==> src/rtl/stepseq_pkg.sv <==
package stepseq_pkg;

    localparam int SEQ_LEN = 8;
    localparam int IDX_W   = $clog2(SEQ_LEN);

    typedef logic [IDX_W-1:0] seq_idx_t;

    typedef enum logic [1:0] {
        PH_OFF = 2'b00,
        PH_POS = 2'b01,
        PH_NEG = 2'b10
    } phase_cmd_t;

    typedef struct packed {
        phase_cmd_t a;
        phase_cmd_t b;
    } drive_t;

    // Index 0 is state 1 (home); odd state numbers drive both phases.
    function automatic drive_t drive_of(input seq_idx_t idx);
        drive_t d;
        case (idx)
            3'd0:    d = '{a: PH_POS, b: PH_POS};
            3'd1:    d = '{a: PH_OFF, b: PH_POS};
            3'd2:    d = '{a: PH_NEG, b: PH_POS};
            3'd3:    d = '{a: PH_NEG, b: PH_OFF};
            3'd4:    d = '{a: PH_NEG, b: PH_NEG};
            3'd5:    d = '{a: PH_OFF, b: PH_NEG};
            3'd6:    d = '{a: PH_POS, b: PH_NEG};
            default: d = '{a: PH_POS, b: PH_OFF};
        endcase
        return d;
    endfunction

    function automatic seq_idx_t step_size(input logic half);
        return half ? seq_idx_t'(1) : seq_idx_t'(2);
    endfunction

endpackage

==> src/rtl/stepseq_edge.sv <==
module stepseq_edge (
    input  logic clk,
    input  logic rst,
    input  logic sig_in,
    output logic rise
);
    logic prev_q;

    always_ff @(posedge clk) begin
        if (rst) prev_q <= 1'b0;
        else     prev_q <= sig_in;
    end

    assign rise = sig_in & ~prev_q;
endmodule

==> src/rtl/stepseq_index.sv <==
module stepseq_index
    import stepseq_pkg::*;
(
    input  logic     clk,
    input  logic     rst,
    input  logic     home_n,
    input  logic     advance,
    input  logic     dir_cw,
    input  logic     half_mode,
    output seq_idx_t idx
);
    seq_idx_t idx_q, delta;

    assign delta = step_size(half_mode);

    always_ff @(posedge clk) begin
        if (rst || !home_n)
            idx_q <= '0;
        else if (advance)
            idx_q <= dir_cw ? idx_q + delta : idx_q - delta;
    end

    assign idx = idx_q;
endmodule

==> src/rtl/stepseq_drive_out.sv <==
module stepseq_drive_out
    import stepseq_pkg::*;
(
    input  seq_idx_t idx,
    input  logic     enable,
    output logic     a_on,
    output logic     a_neg,
    output logic     b_on,
    output logic     b_neg
);
    drive_t cmd;

    always_comb begin
        cmd   = drive_of(idx);
        a_on  = enable && (cmd.a != PH_OFF);
        a_neg = enable && (cmd.a == PH_NEG);
        b_on  = enable && (cmd.b != PH_OFF);
        b_neg = enable && (cmd.b == PH_NEG);
    end
endmodule

==> src/rtl/stepper_phase_seq.sv <==
module stepper_phase_seq
    import stepseq_pkg::*;
(
    input  logic clk,
    input  logic rst,
    input  logic step_clk,
    input  logic dir_cw,
    input  logic half_mode,
    input  logic home_n,
    input  logic enable,
    output logic a_on,
    output logic a_neg,
    output logic b_on,
    output logic b_neg
);
    logic     step_rise;
    seq_idx_t idx_q;

    stepseq_edge u_edge (
        .clk    (clk),
        .rst    (rst),
        .sig_in (step_clk),
        .rise   (step_rise)
    );

    stepseq_index u_index (
        .clk       (clk),
        .rst       (rst),
        .home_n    (home_n),
        .advance   (step_rise),
        .dir_cw    (dir_cw),
        .half_mode (half_mode),
        .idx       (idx_q)
    );

    stepseq_drive_out u_out (
        .idx    (idx_q),
        .enable (enable),
        .a_on   (a_on),
        .a_neg  (a_neg),
        .b_on   (b_on),
        .b_neg  (b_neg)
    );
endmodule

==> config.mk <==
export PLATFORM = sky130hd
export DESIGN_NAME = stepper_phase_seq
export DESIGN_NICKNAME = d
export VERILOG_FILES = /design/src/rtl/stepseq_pkg.sv /design/src/rtl/stepseq_edge.sv /design/src/rtl/stepseq_index.sv /design/src/rtl/stepseq_drive_out.sv /design/src/rtl/stepper_phase_seq.sv
export SDC_FILE = /design/constraint.sdc
export NUM_CORES = 1
export LEC_CHECK = 0
export CAP_MARGIN = 20
export CELL_PAD_IN_SITES_DETAIL_PLACEMENT = 0
export CELL_PAD_IN_SITES_GLOBAL_PLACEMENT = 2
export CORE_AREA = 2 2 39 41
export CTS_BUF_LIST = sky130_fd_sc_hd__clkbuf_8
export DETAILED_ROUTE_END_ITERATION = 10
export DIE_AREA = 0 0 41 43
export PLACE_DENSITY = 0.67
export SLEW_MARGIN = 20
export SYNTH_ARGS = -nofsm -noshare
export SYNTH_HDL_FRONTEND = slang
export SYNTH_SLANG_ARGS = --single-unit
==> constraint.sdc <==
create_clock -name clk -period 3.5 [get_ports clk]
set_input_delay 0.35 -clock clk [delete_from_list [all_inputs] [get_ports clk]]
set_output_delay 0.35 -clock clk [all_outputs]
set_load 0.02 [all_outputs]
==> summary.txt, run 1 <==
CTS Hold Bufs = 0
first-pass GRT wire length = 828 µm
P per Cell Area = 428 mW/mm²
status = completed
Longest Clk Path Bufs = 2
post-CTS setup buffer count = 0
Critical Path Start Type = input pin
Root Driver = clkbuf_8
Max-cap violations = 0
Port Buffers = 10
drt via density = 3.96
sequential share of power = 0.288
Starting Density = 0.174
Worst Setup End Kind = primary output
internal power consumption = 137 µW
gr ovfl total = 0
DRT met1 WL = 201 µm
ranking of synthesized cells by area = dfxtp_1 33%, fa_1 8.3%, a21boi_0 6.3%
layout cells sized above 1 = 0.103
Rel. slew slack = 0.857
Layout Nets = 50
async set-or-reset flop fraction in the synthesized netlist = 0
initial antenna violation count = 0
cts repair resizes = 0
Ports = 11
DRC viols = 0
n_diodes = 0
Synth top area share = 0.333
P_leak = 0.158 nW
Setup TNS = 0 ps
H-tree depth = 1
Net Switching = 34.7 µW
Iter 0 DRT Violations = 1
Total Routing Usage GR = 0.0733
Slew @ Worst Pin = 212 ps
CTS Sinks = 4
Setup Skew = 1.87 ps
mapped cell area = 240 µm²
Seq/Total Area, Yosys = 0.333
Tot Pwr = 172 µW
Syn. warnings = 0
minimum clock period = 2150 ps
hold slack = 505 ps
largest net degree at the start of global routing = 5
final setup fails = 0
CTS tree = yes
worst vdd ir = 0.194 mV
ys flop type = dfxtp_1
Syn Area/Cell = 9.24 µm²
wire per inst = 8.62 µm
crit share post-route = 0.613
Worst-path clk slew = 30 ps
Met2 Wirelength = 208 µm
Placer Congestion = 0.605
Combinational Power Share = 0.157
Die X = 41 µm
Hold Vio Cnt, Final = 0
RSZ-0062 raised after global routing = false
HP Class = register to register
clk_lat worst skew = 210 ps
uppermost routed layer = met3
Core Rows = 14
synthesis-stage register bit count = 4
area delta synth->final = 67.2%
cell with the most instances after synthesis = dfxtp_1
core area = 0.00138 mm²
critical setup path kind = input pin to primary output
Syn Inst Count = 26
Cell variety after synth = 18
HPWL after DPL = 396 µm
Die Y = 43 µm
Post-synth EDFFs = 0
Req. time, crit path = 3150 ps
WL met3 = 64 µm
Post-Route WL = 474 µm
CTS Buf Count = 3
Fmax = 466 MHz
clock network fraction of design power = 0.555
vias in the first global route = 212
vias = 218
Synth Net Count = 35
Slew Viols, Final = 0
Antenna Nets Post-Route = 0
CP Data Arrival Time = 1800 ps
Yosys top cell by area = dfxtp_1
CP Max Fanout = 2
die area = 0.00176 mm²
drt pass-1 iters = 4
switching share of power = 0.202
[flip-flops by register name (all words and copies together), names as in the netlist]
register	cells
u_index.idx	3
u_edge.prev_q	1
[area by class of cell]
| cell class | count | area, µm² |
|---|---|---|
| Clock buffer | 3 | 41.3 |
| Multi-Input combinational cell | 20 | 153 |
| Sequential cell | 4 | 80.1 |
| Fill cell | 161 | 982 |
| Inverter | 2 | 7.51 |
| Tap cell | 16 | 20.0 |
| Timing Repair Buffer | 10 | 100 |
[critical path, stage by stage]
cell	delay [ps]
clkdlybuf4s50_1	470
a21boi_0	230
and2_1	160
clkdlybuf4s50_1	600
[worst paths after layout]
kind,startpoint,endpoint,slack (ps),cells past startpoint
max,enable,b_neg,1350,4
max reg2reg,u_index.idx[0],u_index.idx[2],1920,6
min,u_index.idx[2],u_index.idx[2],510,2
min reg2reg,u_index.idx[2],u_index.idx[2],510,2
[metal layers]
metal / up-vias / global-route usage
li1: 113 / -
met1: 94 / 0.0868
met2: 11 / 0.0969
met3: 0 / 0.0314
met4: 0 / 0.0600
met5: - / 0
[cells by family after synthesis]
group           after synthesis  share of synthesized area
simple gates                 10                      0.250
flops                         4                      0.333
buf+inv                       2                     0.0313
fa+ha+maj                     2                      0.135
xor+xnor                      2                     0.0729
compound gates                5                      0.135
mux                           1                     0.0417
[power groups by stage]
stage | Sequential (mW) | Clock, mW | Combinational [mW]
6_report | 0.0494 | 0.0954 | 0.0271
5_1_grt | 0.0499 | 0.101 | 0.0303
4_1_cts | 0.0495 | 0.0988 | 0.0276
3_5_place_dp | 0.0501 | 0 | 0.0272
3_3_place_gp | 0.0501 | 0 | 0.0270
2_1_floorplan | 0.0497 | 0 | 0.0139
[layout by cell type (no fill, tap or decap), types with 2 or more instances in the layout]
cell type | synthesis | routed
clkdlybuf4s50_1 | 0 | 10
and2_1 | 2 | 2
nand2b_1 | 2 | 2
nor2_1 | 2 | 2
dfxtp_1 | 4 | 4
clkbuf_8 | 0 | 3
a21boi_0 | 2 | 2
inv_1 | 2 | 2
[per-stage QoR]
step / area [µm²] / instances / utilization / worst slack, ps
final: 402 / 55 / 0.290 / 1350
after global placement: 360 / 52 / 0.260 / 1380
after floorplan: 240 / 26 / - / 1830
after global routing: 402 / 55 / 0.290 / 1260
after CTS: 402 / 55 / 0.290 / 1330
after detailed placement: 360 / 52 / 0.260 / 1340
No activity file was read; power rests on OpenSTA's default activity.
==> run 2: changes to the inputs <==
--- a/config.mk
+++ b/config.mk
@@ -12,7 +12,7 @@
 export CTS_BUF_LIST = sky130_fd_sc_hd__clkbuf_8
 export DETAILED_ROUTE_END_ITERATION = 10
 export DIE_AREA = 0 0 41 43
-export PLACE_DENSITY = 0.67
+export PLACE_DENSITY = 0.7
 export SLEW_MARGIN = 20
 export SYNTH_ARGS = -nofsm -noshare
 export SYNTH_HDL_FRONTEND = slang
==> constraint.sdc (replaced) <==
create_clock -name clk -period 1.9 [get_ports clk]
set_input_delay 0.19 -clock clk [delete_from_list [all_inputs] [get_ports clk]]
set_output_delay 0.19 -clock clk [all_outputs]
set_load 0.02 [all_outputs]
==> summary.txt, run 2 (synthesis gave the netlist of run 1 again) <==
status = completed
Root Driver = clkbuf_8
area delta synth->final = 72.4%
CTS Buf Count = 3 (unchanged)
commonest cells after routing, fill and taps aside = 8 x clkdlybuf4s50_1, 4 x dfxtp_1, 3 x clkbuf_8
P per Cell Area = 766 mW/mm² (+79%)
drt via density = 3.80 (-4.0%)
Worst Setup End Kind = primary output
Critical Path Start Type = input pin
clk_lat worst skew = 210 ps (about the same)
minimum clock period = 1770 ps
Slew @ Worst Pin = 248 ps (+35.4 ps)
Tot Pwr = 317 µW (+85%)
Slew Viols, Final = 0 (unchanged)
slowest CP cell = clkdlybuf4s50_1
Starting Density = 0.174 (unchanged)
Hold Vio Cnt, Final = 0 (unchanged)
worst vdd ir = 0.292 mV (+51%)
crit share post-route = 0.931
Non-Filler Instances = 56 (+1.8%)
n_diodes = 0 (unchanged)
Req. time, crit path = 1710 ps (-1440 ps)
Iter 0 DRT Violations = 1 (unchanged)
core area = 0.00138 mm² (unchanged)
Placer Congestion = 0.606 (about the same)
Fmax = 565 MHz
Reg-to-Reg Start = u_index.idx[0]
Final Cell Area = 414 µm² (+3.1%)
wire per inst = 8.46 µm (-1.8%)
vias = 213 (-2.3%)
Rel. slew slack = 0.833 (-0.0238)
slowest stage delay, CP = 650 ps (+50 ps)
drt pass-1 iters = 2 (-2)
CTS tree = yes
CP Data Arrival Time = 1580 ps (-220 ps)
Antenna Nets Post-Route = 0 (unchanged)
final setup fails = 0 (unchanged)
Die X = 41 µm (unchanged)
largest net degree at the start of global routing = 5 (unchanged)
layout cells sized above 1 = 0.125 (+0.0224)
placed cell area = 368 µm² (+2.1%)
Setup TNS = 0 ps (unchanged)
RSZ-0062 raised after global routing = false
CP Max Fanout = 2 (unchanged)
Worst-path clk slew = 30 ps (about the same)
Longest Clk Path Bufs = 2 (unchanged)
HP Class = register to register
Setup Skew = 0.0633 ps (-1.81 ps)
vias in the first global route = 220 (+3.8%)
CTS Hold Bufs = 0 (unchanged)
CTS Sinks = 4 (unchanged)
Core Rows = 14 (unchanged)
H-tree depth = 1 (unchanged)
crit path from = enable
Die Y = 43 µm (unchanged)
Hold Startpoint = u_index.idx[2]
final core occ = 0.299 (+0.00904)
Ports = 11 (unchanged)
dpl cells = 53 (+1.9%)
DRC viols = 0 (unchanged)
P_leak = 0.199 nW (+26%)
Port Buffers = 10 (unchanged)
Layout Nets = 51 (+2.0%)
cell mode on critical path = clkdlybuf4s50_1
Post-Route WL = 474 µm (unchanged)
critical setup path kind = input pin to primary output
Worst R2R Setup Slack = 300 ps (-1620 ps)
commonest non-fill, non-tap cell in the layout = clkdlybuf4s50_1
initial antenna violation count = 0 (unchanged)
die area = 0.00176 mm² (unchanged)
first-pass GRT wire length = 814 µm (-1.7%)
Total Routing Usage GR = 0.0704 (-0.00294)
gr ovfl total = 0 (unchanged)
critical path, cell by cell = clkdlybuf4s50_1 -> a21boi_0 -> clkdlybuf4s50_1
max reg flops = 3 (unchanged)
Max-cap violations = 0 (unchanged)
-- run 2: per-layer routing --
| metal | vias up | GRT usage | wire, µm |
|---|---|---|---|
| li1 | 114 | - | - |
| met1 | 88 | 0.0871 | 214 |
| met2 | 11 | 0.0875 | 197 |
| met3 | 0 | 0.0314 | 62 |
| met4 | 0 | 0.0600 | 0 |
| met5 | - | 0 | 0 |
-- run 2: layout make-up --
| class | instances | area [µm²] |
|---|---|---|
| inverter | 2 | 7.51 |
| sequential | 4 | 80.1 |
| multi-input combinational | 20 | 153 |
| tap | 16 | 20.0 |
| fill | 148 | 970 |
| clock buffer | 3 | 41.3 |
| timing repair buffer | 11 | 113 |
-- run 2: worst max-delay path, delay by kind of cell --
kind,cells,cell delay [ps]
buffers and inverters,2,1130
AO/OA/AOI/OAI,1,260
-- run 2: repair_timing --
| item | CTS | global route |
|---|---|---|
| resized for setup | 0 | 2 |
| setup buffers | 0 | 0 |
| endpoints found under the hold margin | 0 | 0 |
| endpoints found under the setup margin | 0 | 2 |
-- run 2: final timing paths --
kind | end | depth (start not counted)
worst max-delay path | a_on | 3
worst min-delay path | u_index.idx[2] | 2
worst max register to register | u_index.idx[2] | 6
worst min register to register | u_index.idx[2] | 2
-- run 2: report_power, final --
group          switching [mW]  internal [mW]
logic                  0.0207         0.0306
registers             0.00277         0.0883
clock network          0.0401          0.135
-- run 2: through the flow --
stage                     hold WS [ps]  worst slack [ps]
after floorplan                    262               394
after global placement             493              27.2
after detailed placement           508            -0.537
after CTS                          513              11.9
after global routing               550              45.8
final                              510               131
